**src/rtl/pf_pkg.sv**
```systemverilog
package pf_pkg;

  localparam int unsigned PF_NBUF = 2;

  // True when the current offset is the final word of a buffer.
  function automatic logic pf_at_end(input int unsigned offset, input int unsigned last_off);
    return offset == last_off;
  endfunction

endpackage

```
**src/rtl/pf_desc.sv**
```systemverilog
module pf_desc #(
  parameter int ADDR_W = 16,
  parameter int LEN_W  = 10
) (
  input  logic              clk,
  input  logic              rst_n,
  input  logic              arm_set,
  input  logic              arm_clr,
  input  logic [ADDR_W-1:0] base_in,
  input  logic [LEN_W-1:0]  len_in,
  output logic [ADDR_W-1:0] base_q,
  output logic [LEN_W-1:0]  len_q,
  output logic              armed_q
);

  always_ff @(posedge clk) begin
    if (!rst_n) begin
      base_q  <= '0;
      len_q   <= '0;
      armed_q <= 1'b0;
    end else begin
      if (arm_set) begin
        base_q <= base_in;
        len_q  <= len_in;
      end
      if (arm_set)      armed_q <= 1'b1;
      else if (arm_clr) armed_q <= 1'b0;
    end
  end


  desc_hold_chk: assert property (@(posedge clk) disable iff (!rst_n)
    !arm_set |=> $stable(base_q) && $stable(len_q));

endmodule

```
**src/rtl/pf_seq.sv**
```systemverilog
module pf_seq
  import pf_pkg::*;
#(
  parameter int ADDR_W = 16,
  parameter int LEN_W  = 10
) (
  input  logic                       clk,
  input  logic                       rst_n,
  input  logic                       dac_req,
  input  logic                       cfg_wr_en,
  input  logic                       cfg_buf,
  input  logic [1:0][ADDR_W-1:0]     d_base,
  input  logic [1:0][LEN_W-1:0]      d_len,
  input  logic [1:0]                 d_armed,
  output logic [1:0]                 arm_set,
  output logic [1:0]                 arm_clr,
  output logic                       mem_rd_en,
  output logic [ADDR_W-1:0]          mem_rd_addr,
  output logic                       dac_wr_en,
  output logic                       irq_done,
  output logic                       irq_buf,
  output logic                       underrun
);

  function automatic logic [ADDR_W-1:0] word_addr(input logic [ADDR_W-1:0] b,
                                                  input logic [LEN_W-1:0] off);
    return b + ADDR_W'(off);
  endfunction

  logic             running_q, active_q, pend_q, last_q, underrun_q;
  logic [LEN_W-1:0] ptr_q;
  logic             other_buf, cfg_accept, rd_go, handover, alt_ready, rd_last;

  assign other_buf  = ~active_q;
  assign cfg_accept = cfg_wr_en && !(running_q && (cfg_buf == active_q));
  assign rd_go      = running_q && dac_req && !pend_q;
  assign handover   = pend_q && last_q;
  assign rd_last    = pf_at_end(32'(ptr_q), 32'(d_len[active_q]));

  always_comb begin
    for (int b = 0; b < PF_NBUF; b++) begin
      arm_set[b] = cfg_accept && (cfg_buf == b[0]);
      arm_clr[b] = handover && (active_q == b[0]);
    end
  end

  assign alt_ready   = d_armed[other_buf] || arm_set[other_buf];
  assign mem_rd_en   = rd_go;
  assign mem_rd_addr = word_addr(d_base[active_q], ptr_q);
  assign dac_wr_en   = pend_q;
  assign irq_done    = handover;
  assign irq_buf     = active_q;
  assign underrun    = underrun_q;

  always_ff @(posedge clk) begin
    if (!rst_n) begin
      running_q  <= 1'b0;
      active_q   <= 1'b0;
      pend_q     <= 1'b0;
      last_q     <= 1'b0;
      underrun_q <= 1'b0;
      ptr_q      <= '0;
    end else begin
      pend_q <= rd_go;
      last_q <= rd_go && rd_last;
      if (handover) begin
        ptr_q    <= '0;
        active_q <= other_buf;
        if (!alt_ready) begin
          running_q  <= 1'b0;
          underrun_q <= 1'b1;
        end
      end else if (pend_q) begin
        ptr_q <= ptr_q + 1'b1;
      end else if (!running_q && cfg_accept) begin
        running_q  <= 1'b1;
        active_q   <= cfg_buf;
        ptr_q      <= '0;
        underrun_q <= 1'b0;
      end
    end
  end


  handover_switch_chk: assert property (@(posedge clk) disable iff (!rst_n)
    handover && alt_ready |=> running_q && (active_q != $past(active_q)) && (ptr_q == '0));


  underrun_stop_chk: assert property (@(posedge clk) disable iff (!rst_n)
    underrun_q |-> !mem_rd_en && !dac_wr_en);


  ptr_step_chk: assert property (@(posedge clk) disable iff (!rst_n)
    pend_q && !last_q |=> ptr_q == $past(ptr_q) + 1'b1);


  rd_range_chk: assert property (@(posedge clk) disable iff (!rst_n)
    mem_rd_en |-> ptr_q <= d_len[active_q]);


  late_arm_chk: assert property (@(posedge clk) disable iff (!rst_n)
    handover && arm_set[other_buf] |=> !underrun_q);

endmodule

```
**src/rtl/pingpong_fetcher.sv**
```systemverilog
module pingpong_fetcher
  import pf_pkg::*;
#(
  parameter int ADDR_W = 16,
  parameter int DATA_W = 12,
  parameter int LEN_W  = 10
) (
  input  logic              clk,
  input  logic              rst_n,
  input  logic              dac_req,
  output logic              dac_wr_en,
  output logic [DATA_W-1:0] dac_wr_data,
  output logic              mem_rd_en,
  output logic [ADDR_W-1:0] mem_rd_addr,
  input  logic [DATA_W-1:0] mem_rd_data,
  input  logic              cfg_wr_en,
  input  logic              cfg_buf,
  input  logic [ADDR_W-1:0] cfg_base,
  input  logic [LEN_W-1:0]  cfg_len_m1,
  output logic              irq_done,
  output logic              irq_buf,
  output logic              underrun
);

  logic [1:0][ADDR_W-1:0] d_base;
  logic [1:0][LEN_W-1:0]  d_len;
  logic [1:0]             d_armed;
  logic [1:0]             arm_set, arm_clr;

  for (genvar g = 0; g < PF_NBUF; g++) begin : g_desc
    pf_desc #(.ADDR_W(ADDR_W), .LEN_W(LEN_W)) u_desc (
      .clk     (clk),
      .rst_n   (rst_n),
      .arm_set (arm_set[g]),
      .arm_clr (arm_clr[g]),
      .base_in (cfg_base),
      .len_in  (cfg_len_m1),
      .base_q  (d_base[g]),
      .len_q   (d_len[g]),
      .armed_q (d_armed[g])
    );
  end

  pf_seq #(.ADDR_W(ADDR_W), .LEN_W(LEN_W)) u_seq (
    .clk         (clk),
    .rst_n       (rst_n),
    .dac_req     (dac_req),
    .cfg_wr_en   (cfg_wr_en),
    .cfg_buf     (cfg_buf),
    .d_base      (d_base),
    .d_len       (d_len),
    .d_armed     (d_armed),
    .arm_set     (arm_set),
    .arm_clr     (arm_clr),
    .mem_rd_en   (mem_rd_en),
    .mem_rd_addr (mem_rd_addr),
    .dac_wr_en   (dac_wr_en),
    .irq_done    (irq_done),
    .irq_buf     (irq_buf),
    .underrun    (underrun)
  );

  assign dac_wr_data = mem_rd_data;


  wr_after_rd_chk: assert property (@(posedge clk) disable iff (!rst_n)
    dac_wr_en |-> $past(mem_rd_en));


  rd_excl_wr_chk: assert property (@(posedge clk) disable iff (!rst_n)
    mem_rd_en |-> !dac_wr_en);


  irq_with_wr_chk: assert property (@(posedge clk) disable iff (!rst_n)
    irq_done |-> dac_wr_en);

endmodule

```
**config.mk**
```make
export PLATFORM = sky130hd
export DESIGN_NAME = pingpong_fetcher
export DESIGN_NICKNAME = d
export VERILOG_FILES = /design/src/rtl/pf_pkg.sv /design/src/rtl/pf_desc.sv /design/src/rtl/pf_seq.sv /design/src/rtl/pingpong_fetcher.sv
export SDC_FILE = /design/constraint.sdc
export NUM_CORES = 1
export LEC_CHECK = 0
export BUFFER_PORTS_ARGS = -buffer_cell sky130_fd_sc_hd__buf_2
export CORE_AREA = 2 2 100 102
export CTS_CLUSTER_DIAMETER = 30
export DETAILED_ROUTE_END_ITERATION = 16
export DIE_AREA = 0 0 102 104
export SLEW_MARGIN = 0
export SYNTH_ARGS = -nofsm -noshare
export SYNTH_HDL_FRONTEND = slang
export SYNTH_SLANG_ARGS = --single-unit
```
**constraint.sdc**
```tcl
create_clock -name clk -period 2.88 [get_ports clk]
set_input_delay 0.288 -clock clk [delete_from_list [all_inputs] [get_ports clk]]
set_output_delay 0.288 -clock clk [all_outputs]
set_load 0.03 [all_outputs]
```
# After elaboration in Yosys (flattened, before gate mapping)
# Index checks and enable logic that the tools add are counted.
dict set report classes {
  mux 25
  addsub 2
  n_bitwise 3
  order_cmp 2
  n_reduce_logical 22
  n_eq_ne 4
}
# operator count
set op_table {}
lappend op_table {{$mux W10} 4}
lappend op_table {{$mux W16} 2}
lappend op_table {{$mux W1} 19}
lappend op_table {{$add A16 B10 Y16} 1}
lappend op_table {{$logic_and A1 B1 Y1} 11}
lappend op_table {{$add A10 B1 Y10 const B} 1}
lappend op_table {{$eq A10 B10 Y1} 1}
lappend op_table {{$reduce_bool A2 Y1} 4}
lappend op_table {{$lt A1 B2 Y1 const B} 2}
lappend op_table {{$ne A2 B2 Y1 const B} 2}
lappend op_table {{$logic_not A1 Y1} 3}
lappend op_table {{$not A1 Y1} 3}
lappend op_table {{$reduce_and A3 Y1} 1}
lappend op_table {{$reduce_and A2 Y1} 1}
lappend op_table {{$reduce_or A2 Y1} 1}
lappend op_table {{$eq A1 B1 Y1} 1}
lappend op_table {{$logic_or A1 B1 Y1} 1}
dict set report word_totals {
  register_bits 69
  wordCells 70
  input_bits 43
}

# Depth between registers and ports, before layout
# Gate-level depths: netlist of run 1.
dict set report logic_depth {
  word_depth 10
  mapped_depth 11
}

# Cells and area by module
# Synthesis of run 1 repeated with hierarchy kept, for this count alone.
dict set report unflattened {
  hier_cells 390
  hier_area_um2 3829.9
}
# mod seq_area_each_um2 area_each_um2 cells_each instances
set by_module_without_submodules {}
lappend by_module_without_submodules {pf_desc 540.5 1036.0 86 2}
lappend by_module_without_submodules {pf_seq 300.3 1667.8 206 1}
lappend by_module_without_submodules {pingpong_fetcher 0.0 90.1 12 1}

# Least setup slack after synthesis of run 1
# No wires, ideal clock.
dict set report synth_timing {
  path_kind {reg-to-output}
  start {register u_seq.active_q, in the netlist u_seq.irq_buf}
  end {output mem_rd_addr[8]}
  arrival_ns 3.339
  setup_slack_ns -0.747
  required_time_ns 2.592
  path_stages_with_launch 12
  path_cell_list {dfxtp_1 > buf_4 > buf_4 > buf_2 > mux2_2 > ha_1 > fa_1 > a21o_2 > a221oi_2 > o21ai_1 > a21o_1 > xor2_1}
}
dict set report synth_between {
  elab_chain_len 3
}
# item line
set synth_lines {}
lappend synth_lines {{from (decl)} pf_seq.sv:30} ;# logic running_q, active_q, pend_q, last_q, underrun_q;
lappend synth_lines {{from (signal assigned)} pf_seq.sv:68} ;# active_q <= other_buf;
lappend synth_lines {{from (signal assigned)} pf_seq.sv:77} ;# active_q <= cfg_buf;
lappend synth_lines {{$mux W16 (implied by the code) (2 in series)} pf_seq.sv:49} ;# assign mem_rd_addr = word_addr(d_base[active_q], ptr_q);
lappend synth_lines {{$add A16 B10 Y16} pf_seq.sv:27} ;# return b + ADDR_W'(off);
lappend synth_lines {{to (decl)} pingpong_fetcher.sv:14} ;# output logic [ADDR_W-1:0] mem_rd_addr,
# Every way passes these cells. The select of a mux whose other input is x is not followed.

# Worst setup path after layout of run 1
dict set report layout_timing {
  start {register u_seq.active_q, in the netlist u_seq.irq_buf}
  end {output mem_rd_addr[9]}
}
# Same word-level chain as after synthesis.

==> out/summary.txt, run 1 <==
DR pass1 iterations - 4
Setup Skew - 6.09 ps
Req. time, crit path - 2590 ps
Worst-skew pair later-pin latency - 340 ps
Synthesized area - 0.00369 mm^2
Slew Viols, Final - 0
Num rows - 36
Rel. slew slack - 49.9%
GPL Wtd Cong - 0.882
Pre-CTS setup slack - 105 ps
Reg2reg path depth - 6
Clock sink total - 69
FF-to-FF End - u_seq.last_q
Worst-path cell chain - buf_6 -> mux2_4 -> ha_1 -> a211oi_2 -> o21bai_4 -> a221o_2 -> a21oi_2 -> xnor2_2 -> buf_6
Leak - 1.86 nW
CP bufs+invs - 2
Setup violators final - 9
Seq/Total Area, Yosys - 37.4%
Root buf cell - clkbuf_8
MaxCap Viol Count - 0
Critical Path Sink Type - output port
CP arrival - 2780 ps
Power per Cell Area - 473 mW/mm^2
Initial antenna violation count - 0
Via/cell ratio - 4.93
Total global-route track usage - 18.6%
Top Ports - 76
DR vias - 3,096
Synthesized area per cell - 8.47 um^2
Initial DRC count - 116
P&R area growth vs syn - 28.3%
Syn Inst Count - 436
Wire per inst - 15.2 um
Die height - 104 um
Critical path class - register to output port
Crit. Startpoint - u_seq.irq_buf
DRC viols - 0
Clk slew on worst S/H paths - 80 ps
IR Drop Worst-Case VDD - 280 uV
Distinct cell type count after synthesis - 44
Fin crit period - 3070 ps
Width of the die - 102 um
Die Footprint - 0.0106 mm^2
Hold Vio Cnt, Final - 0
Antenna fix cells - 0
Routed Antenna Nets - 0
Post-DP HPWL - 6330 um
Synth async-reset ratio - 0%
First-pass GRT wire length - 15,300 um
H-Tree Depth - 3
Vias in the first global route - 3,108
Final #Nets - 545
Final setup margin - -192 ps
Synth area leaders - dfxtp_1 (37%), nand2_1 (13%), a21boi_0 (11%)
Final period utilization - 107%
CP peak stage delay - 390 ps
Worst r2r src - u_seq.irq_buf
Slew @ Worst Pin - 730 ps
CTS tree - built
Bufs on Longest Clock Path - 2
PortBufs - 51
EDFF count, synth - 0
Crit-path leading delay family - compound AO/OA/AOI/OAI gates
Largest net degree at the start of global routing - 32
Failing checks - negative setup slack
Crit-path max FO - 5
Net count after synthesis - 491
Gr ovfl total - 0
CP dominant cell by count - buf_6
Area after DPL - 0.00416 mm^2
Max Clock Freq - 0.326 GHz
Area share of the largest cell type after synthesis - 37.4%
Slowest stage cell, crit path - dfxtp_4
Most common cell after layout, fill and taps aside - nand2_1
Final instance area - 0.00474 mm^2
Hold buffer count at cts - 0
Initial Util - 38.7%
Inserted Clock Buffers - 9
Crit path launch type - register
Unrepaired setup endpoints after global routing - true
Total Routed Length - 9530 um
Most frequent cells in the layout - nand2_1 (124), dfxtp_1 (68), a21boi_0 (55), buf_2 (41), buf_4 (24)
Area leader, netlist - dfxtp_1
Core area - 0.00955 mm^2
Pwr Total - 2.24 mW
Setup_tns - -886 ps
Critical Path Sink - mem_rd_addr[9]
WP depth - 9
Min-delay worst type - primary input to register
Synth warn - 0
Reg2reg setup slack - 1110 ps
Layout cells sized above 1 - 29.5%
Top FF cell, synth - dfxtp_1
Yosys reg bits - 69
Outcome - finished, violations left
cell families (layout without fill, tap and decap cells):
group,count (synthesis),in the layout,share of synthesized area [%]
and+or+nand+nor,161,161,17.9
AOI/OAI and AO/OA,101,101,20.1
DFF,69,69,37.4
buffers and inverters,38,97,5.79
muxes,30,30,8.61
xor gates and xnor gates,25,25,5.93
adders and majority gates,12,12,4.27
power breakdown:
| part | internal, mW | switching [mW] | leakage [nW] |
|---|---|---|---|
| combinational | 0.143 | 0.194 | 1.18 |
| sequential | 0.994 | 0.0259 | 0.563 |
| clock | 0.532 | 0.353 | 0.116 |
layout make-up:
class	count	area, um^2
Clock inverter	4	70.1
Tap cell	133	166
Fill cell	924	4810
Clock buffer	12	155
Sequential cell	69	1390
Inverter	6	22.5
Multi-Input combinational cell	329	2440
Timing Repair Buffer	75	498
layer usage:
metal,global-route usage (%),vias up,share of wire (%),wire length (um)
li1,-,1573,-,-
met5,0,-,0,0
met3,3.97,12,4.6,434
met4,7.43,0,2.0,186
met1,22.7,1457,44,4220
met2,31.3,54,49,4690
tightest hold or removal path, stage by stage:
cell,delay [ps]
buf_2,100
nand2_1,40
a21boi_0,60
registers in the layout (all words and copies together) (netlist names):
signal,flops
g_desc.u_desc.base_q,32
u_seq.last_q,1
u_seq.underrun,1
g_desc.u_desc.len_q,20
u_seq.ptr_q,10
u_seq.irq_buf,1
g_desc.u_desc.armed_q,2
u_seq.running_q,1
u_seq.dac_wr_en,1
metrics by stage:
step | util [%] | std cells | hold slack, ps
6_report | 49.6 | 628 | 196
5_1_grt | 49.6 | 628 | 182
4_1_cts | 48.6 | 626 | 180
3_5_place_dp | 43.6 | 600 | 454
3_3_place_gp | 43.6 | 600 | 449
2_1_floorplan | - | 436 | 432
worst min-delay path by stage:
stage                                      from                           to  slack (ps)  cells past startpoint
floorplan                                 rst_n              u_seq.dac_wr_en         430                      1
global placement    g_desc[1].u_desc.base_q[10]  g_desc[1].u_desc.base_q[10]         450                      2
detailed placement   g_desc[1].u_desc.base_q[3]   g_desc[1].u_desc.base_q[3]         450                      2
CTS                                 cfg_base[6]   g_desc[0].u_desc.base_q[6]         180                      3
global route                        cfg_base[6]   g_desc[0].u_desc.base_q[6]         180                      3
finish                              cfg_base[9]   g_desc[1].u_desc.base_q[9]         200                      3
synth_stat cells (4+ instances only):
cell type	count
a21boi_0	55
a21o_1	4
a21oi_1	15
and3_1	4
buf_2	9
buf_4	14
clkbuf_1	8
dfxtp_1	69
ha_1	11
inv_1	6
mux2_2	14
mux2i_1	16
nand2_1	125
nand3_1	7
nand4_1	5
nor2_1	12
o21ai_0	7
xnor2_1	11
xor2_1	14
timing repair:
item,CTS,global route
resized for setup,36,12
pin swaps,12,10
setup buffers,10,2
setup endpoints to repair,9,10
cloned,0,0
(Power assumes the default switching activity.)
==> run 2, diff against run 1 <==
==> constraint.sdc (replaced) <==
create_clock -name clk -period 2.95 [get_ports clk]
set_input_delay 0.295 -clock clk [delete_from_list [all_inputs] [get_ports clk]]
set_output_delay 0.295 -clock clk [all_outputs]
set_load 0.03 [all_outputs]
==> run 2 against run 1 <==
  * The flow still finishes with violations (negative setup slack)
  * Sequential share of layout area rose by 1.2 points
  * Total power fell by 13%
  * Final cell count fell by 0.32%
  * Count of clock-buffer cells in the layout rose by 2
  * Utilization fell by 2.0 points
  * Register-to-register slack got worse by 140 ps
  * Wire length fell by 3.1%
==> out/summary.txt, run 2 (same netlist as run 1, synthesis figures left out) <==
Outcome - finished, violations left
Failing checks - negative setup slack
Setup violators final - 5 (-4)
Antenna fix cells - 0 (unchanged)
Clk slew on worst S/H paths - 80 ps (about the same)
Fin crit period - 3030 ps
Gr ovfl total - 0 (unchanged)
Hold WS - 201 ps (+5.57 ps)
Unrepaired setup endpoints after global routing - true
Layout cells sized above 1 - 27.0% (-2.5 points)
DR pass1 iterations - 5 (+1)
M3 GR Usage - 3.97% (unchanged)
Most common cell after layout, fill and taps aside - nand2_1
P&R area growth vs syn - 23.1%
Fillers - 949 (+2.7%)
Req. time, crit path - 2650 ps (+60 ps)
Reg2reg path depth - 6 (unchanged)
Via/cell ratio - 4.93 (about the same)
Initial antenna violation count - 0 (unchanged)
Crit. Startpoint - u_seq.irq_buf
Slew @ Worst Pin - 661 ps (-69.1 ps)
MaxCap Viol Count - 0 (unchanged)
Crit path launch type - register
PortBufs - 51 (unchanged)
DR vias - 3,084 (-0.39%)
Post-DP HPWL - 6440 um (+1.8%)
Rel. slew slack - 54.7% (+4.7 points)
Initial DRC count - 96 (-17%)
Wire per inst - 14.7 um (-2.8%)
Met2 Usage GRT - 29.8% (-1.6 points)
Leak - 1.79 nW (-3.6%)
Max FFs per register - 32 (unchanged)
M1 GR Usage - 23.3% (+0.55 points)
Width of the die - 102 um (unchanged)
Hold buffer count at cts - 0 (unchanged)
DRC viols - 0 (unchanged)
Most frequent cells in the layout - nand2_1 (124), dfxtp_1 (68), a21boi_0 (55), buf_2 (42), buf_4 (25)
Final setup margin - -78.0 ps (+114 ps)
Worst r2r src - u_seq.irq_buf
Die height - 104 um (unchanged)
Pre-CTS setup slack - 142 ps (+37.1 ps)
Total Routed Length - 9230 um (-3.1%)
Vias in the first global route - 3,055 (-1.7%)
Max Clock Freq - 0.330 GHz
First-pass GRT wire length - 15,200 um (-0.68%)
Setup_tns - -157 ps (+729 ps)
Hold Vio Cnt, Final - 0 (unchanged)
Final period utilization - 103%
Routed Antenna Nets - 0 (unchanged)
Reg2reg setup slack - 970 ps (-140 ps)
Crit-path max FO - 6 (+1)
Busiest grt layer - met2
Die Footprint - 0.0106 mm^2 (unchanged)
Total global-route track usage - 18.2% (-0.35 points)
GPL Wtd Cong - 0.853 (-3.2%)
IR Drop Worst-Case VDD - 186 uV (-34%)
Critical Path Sink Type - output port
Critical path class - register to output port
H-Tree Depth - 3 (unchanged)
Core area - 0.00955 mm^2 (unchanged)
CTS tree - built
Power per Cell Area - 431 mW/mm^2 (-8.8%)
Inserted Clock Buffers - 9 (unchanged)
Largest regs - g_desc.u_desc.base_q: 32 flops, g_desc.u_desc.len_q: 20 flops, u_seq.ptr_q: 10 flops
Top reg by flops - g_desc.u_desc.base_q
FF-to-FF End - g_desc[0].u_desc.base_q[15]
Slew Viols, Final - 0 (unchanged)
Critical Path Sink - mem_rd_addr[8]
Root buf cell - clkbuf_8
Pwr Total - 1.96 mW (-13%)
Setup Skew - 7.67 ps (+1.58 ps)
Initial Util - 38.7% (unchanged)
Worst-skew pair later-pin latency - 350 ps (about the same)
Clock sink total - 69 (unchanged)
Min-delay worst type - primary input to register
Largest net degree at the start of global routing - 33 (+3.1%)
Bufs on Longest Clock Path - 2 (unchanged)
Num rows - 36 (unchanged)
Final #Nets - 543 (-0.37%)
Top Ports - 76 (unchanged)
CP arrival - 2730 ps (-50 ps)
==> run 2: changes by cell type in the layout (fill, tap and decap cells not counted), moves of 2 or more <==
cell / before / now
xnor2_1: 5 / 8
ha_4: 8 / 6
buf_6: 10 / 6
clkbuf_8: 11 / 9
xnor2_2: 6 / 3
clkbuf_1: 1 / 5
bufinv_16: 2 / 0
==> run 2: area by class of cell <==
cell class	instances	area, um^2	area share, %
multi-input combinational	329	2350	51.8
sequential	69	1390	30.5
timing repair buffer	73	465	10.2
tap	133	166	3.66
clock buffer	14	143	3.14
inverter	6	22.5	0.495
clock inverter	2	10.0	0.220
==> run 2: layer usage <==
metal  vias to the layer above  wire length, um
li1                       1570                -
met1                      1446             4340
met2                        46             4410
met4                         0              185
met5                         -                0
met3                        22              304
==> run 2: repair_timing <==
item                       4_1_cts  5_1_grt
setup buffers                    7        4
pin swaps                        8       13
setup endpoints to repair        9       10
gates resized for setup         23       10
==> run 2: worst min path at each step <==
stage,slack [ps],cells past startpoint,start,endpoint
floorplan,440,1,rst_n,u_seq.dac_wr_en
global placement,450,2,g_desc[0].u_desc.len_q[3],g_desc[0].u_desc.len_q[3]
detailed placement,460,2,g_desc[1].u_desc.base_q[7],g_desc[1].u_desc.base_q[7]
CTS,200,3,cfg_base[14],g_desc[0].u_desc.base_q[14]
global route,200,3,cfg_base[9],g_desc[0].u_desc.base_q[9]
finish,200,3,cfg_base[7],g_desc[1].u_desc.base_q[7]
==> run 2: power breakdown <==
group | total (mW) | switching, mW | internal [mW] | leakage [nW]
Combinational | 0.316 | 0.183 | 0.133 | 1.15
Clock | 0.649 | 0.345 | 0.304 | 0.0784
Sequential | 0.997 | 0.0258 | 0.971 | 0.563
Total | 1.96 | 0.553 | 1.41 | 1.79
==> run 2: worst max-delay path: stages, from the launching register on <==
cell	delay, ps
dfxtp_4	390
mux2_4	320
ha_4	160
fa_2	340
a21o_4	220
a221oi_4	320
o21ai_1	110
a21o_1	220
xor2_4	160
buf_6	140
==> run 2: through the flow <==
stage                     instances  util [%]  instance area, um^2
final                           626      47.6                 4550
after global routing            626      47.6                 4550
after CTS                       622      46.7                 4460
after detailed placement        599      43.2                 4130
after global placement          599      43.2                 4130
after floorplan                 436         -                 3830
==> run 3, diff against run 2 <==
==> constraint.sdc (replaced) <==
create_clock -name clk -period 3.9 [get_ports clk]
set_input_delay 0.39 -clock clk [delete_from_list [all_inputs] [get_ports clk]]
set_output_delay 0.39 -clock clk [all_outputs]
set_load 0.03 [all_outputs]
==> run 3 against run 2 <==
  * The run now ends clean
  * Design area decreased by 8.2%
  * First-iteration DRC count increased by 28%
  * Sequential power decreased by 25%
  * Largest cell class unchanged
==> out/summary.txt, run 3 (same netlist as run 1, synthesis figures left out) <==
Power per Cell Area - 379 mW/mm^2 (-12%)
Min-delay worst type - primary input to register
Fillers - 1,002 (+5.6%)
Worst-skew pair later-pin latency - 340 ps (about the same)
Initial Util - 38.7% (unchanged)
Critical path class - register to output port
Bufs on Longest Clock Path - 2 (unchanged)
Setup Skew - 11.8 ps (+4.14 ps)
Total global-route track usage - 17.4% (-0.79 points)
Post-cts gate resize count - 0 (-100%)
Inserted Clock Buffers - 9 (unchanged)
Slowest stage cell, crit path - fa_1
Setup violators final - 0 (-5)
First-pass GRT wire length - 14,700 um (-2.7%)
Most common cell after layout, fill and taps aside - nand2_1
Hold WS - 298 ps (+97.0 ps)
Outcome - complete, no violations
Crit path launch type - register
Final period utilization - 91.0%
Largest regs - g_desc.u_desc.base_q: 32 flops, g_desc.u_desc.len_q: 20 flops, u_seq.ptr_q: 10 flops
GPL Wtd Cong - 0.810 (-5.1%)
Unrepaired setup endpoints after global routing - false
DRC viols - 0 (unchanged)
P&R area growth vs syn - 13.0%
Clk slew on worst S/H paths - 80 ps (about the same)
Vias in the first global route - 3,031 (-0.79%)
Top reg by flops - g_desc.u_desc.base_q
Post-CTS setup buffer count - 0 (-7)
Crit-path max FO - 21 (+15)
Max FFs per register - 32 (unchanged)
Register Area - 0.00138 mm^2 (-0.27%)
Via/cell ratio - 4.94 (+0.33%)
Largest net degree at the start of global routing - 61 (+85%)
Post-DP HPWL - 6100 um (-5.3%)
Hold buffer count at cts - 0 (unchanged)
Antenna fix cells - 0 (unchanged)
Setup_tns - 0 ps (+157 ps)
Most frequent cells in the layout - nand2_1 (125), dfxtp_1 (69), a21boi_0 (55), buf_2 (51), mux2i_1 (16)
Gr ovfl total - 0 (unchanged)
Wire per inst - 14.3 um (-2.9%)
Final #Nets - 527 (-2.9%)
Critical Path Sink Type - output port
CTS tree - built
IR Drop Worst-Case VDD - 152 uV (-18%)
Clock sink total - 69 (unchanged)
Slew @ Worst Pin - 867 ps (+206 ps)
Initial DRC count - 123 (+28%)
Initial antenna violation count - 0 (unchanged)
Routed Antenna Nets - 0 (unchanged)
Max Clock Freq - 0.282 GHz
Layout cells sized above 1 - 20.5% (-6.4 points)
DR pass1 iterations - 4 (-1)
PortBufs - 51 (unchanged)
Width of the die - 102 um (unchanged)
Crit-path leading delay family - compound AO/OA/AOI/OAI gates
Die Footprint - 0.0106 mm^2 (unchanged)
Req. time, crit path - 3510 ps (+860 ps)
CP arrival - 3160 ps (+430 ps)
Fin crit period - 3550 ps
Total Routed Length - 8740 um (-5.4%)
MaxCap Viol Count - 0 (unchanged)
Root buf cell - clkbuf_8
Hold Vio Cnt, Final - 0 (unchanged)
DR vias - 3,015 (-2.2%)
Leak - 1.72 nW (-4.2%)
Slew Viols, Final - 0 (unchanged)
Core area - 0.00955 mm^2 (unchanged)
Rel. slew slack - 42.2% (-12 points)
Worst-path cell chain - buf_4 -> mux2_2 -> fa_1 -> a21o_2 -> a221oi_2 -> o21ai_1 -> a21o_1 -> xor2_1 -> buf_2
Multi-input gate area - 0.00210 mm^2 (-11%)
CP bufs+invs - 2 (+1)
H-Tree Depth - 3 (unchanged)
Num rows - 36 (unchanged)
Top Ports - 76 (unchanged)
CP peak stage delay - 440 ps (+50 ps)
Die height - 104 um (unchanged)
-- run 3: changes by cell type in the layout (fill, tap and decap cells not counted), sizes merged --
cell | before | now
buf | 73 | 57
bufinv | 0 | 2
clkbuf | 14 | 11
clkinv | 2 | 3
-- run 3: worst paths after layout --
kind                                   from  depth (start not counted)  slack (ps)                          end
setup reg to reg              u_seq.irq_buf                          6        2140  g_desc[1].u_desc.base_q[11]
setup / recovery              u_seq.irq_buf                          9         350               mem_rd_addr[8]
hold / removal                 cfg_base[10]                          3         300  g_desc[0].u_desc.base_q[10]
hold reg to reg   g_desc[1].u_desc.len_q[8]                          2         470    g_desc[1].u_desc.len_q[8]
-- run 3: per-stage QoR --
stage	util, %	area [um^2]	power [mW]	instances	setup slack, ps
floorplan	-	3690	0.934	436	171
detailed placement	41.5	3970	0.978	594	728
CTS	43.7	4170	1.59	610	358
global route	43.7	4170	1.65	610	147
finish	43.7	4170	1.58	610	353
global placement	41.5	3970	0.973	594	803
-- run 3: routing by layer --
layer	global-route usage, %	part of all wire (%)	wire [um]
met5	0	0	0
met4	6.29	1.6	137
met3	3.09	3.0	258
met2	29.0	49	4280
met1	22.4	46	4060
-- run 3: worst reg2reg max path, stage by stage (launching register included) --
cell and delay, ps:
dfxtp_1 330, buf_4 210, nand2_1 100, and3_1 450, buf_4 340, nand2_1 90
a21boi_0 160
-- run 3: where the power goes --
part	internal [mW]	switching (mW)	total (mW)
logic	0.0784	0.129	0.207
registers	0.734	0.0179	0.752
clock network	0.357	0.263	0.621
-- run 3: layout make-up --
type / count / area share, %
inverter: 6 / 0.540
timing repair buffer: 57 / 7.19
clock inverter: 5 / 1.80
tap: 133 / 3.99
sequential: 69 / 33.1
multi-input combinational: 329 / 50.2
clock buffer: 11 / 3.15
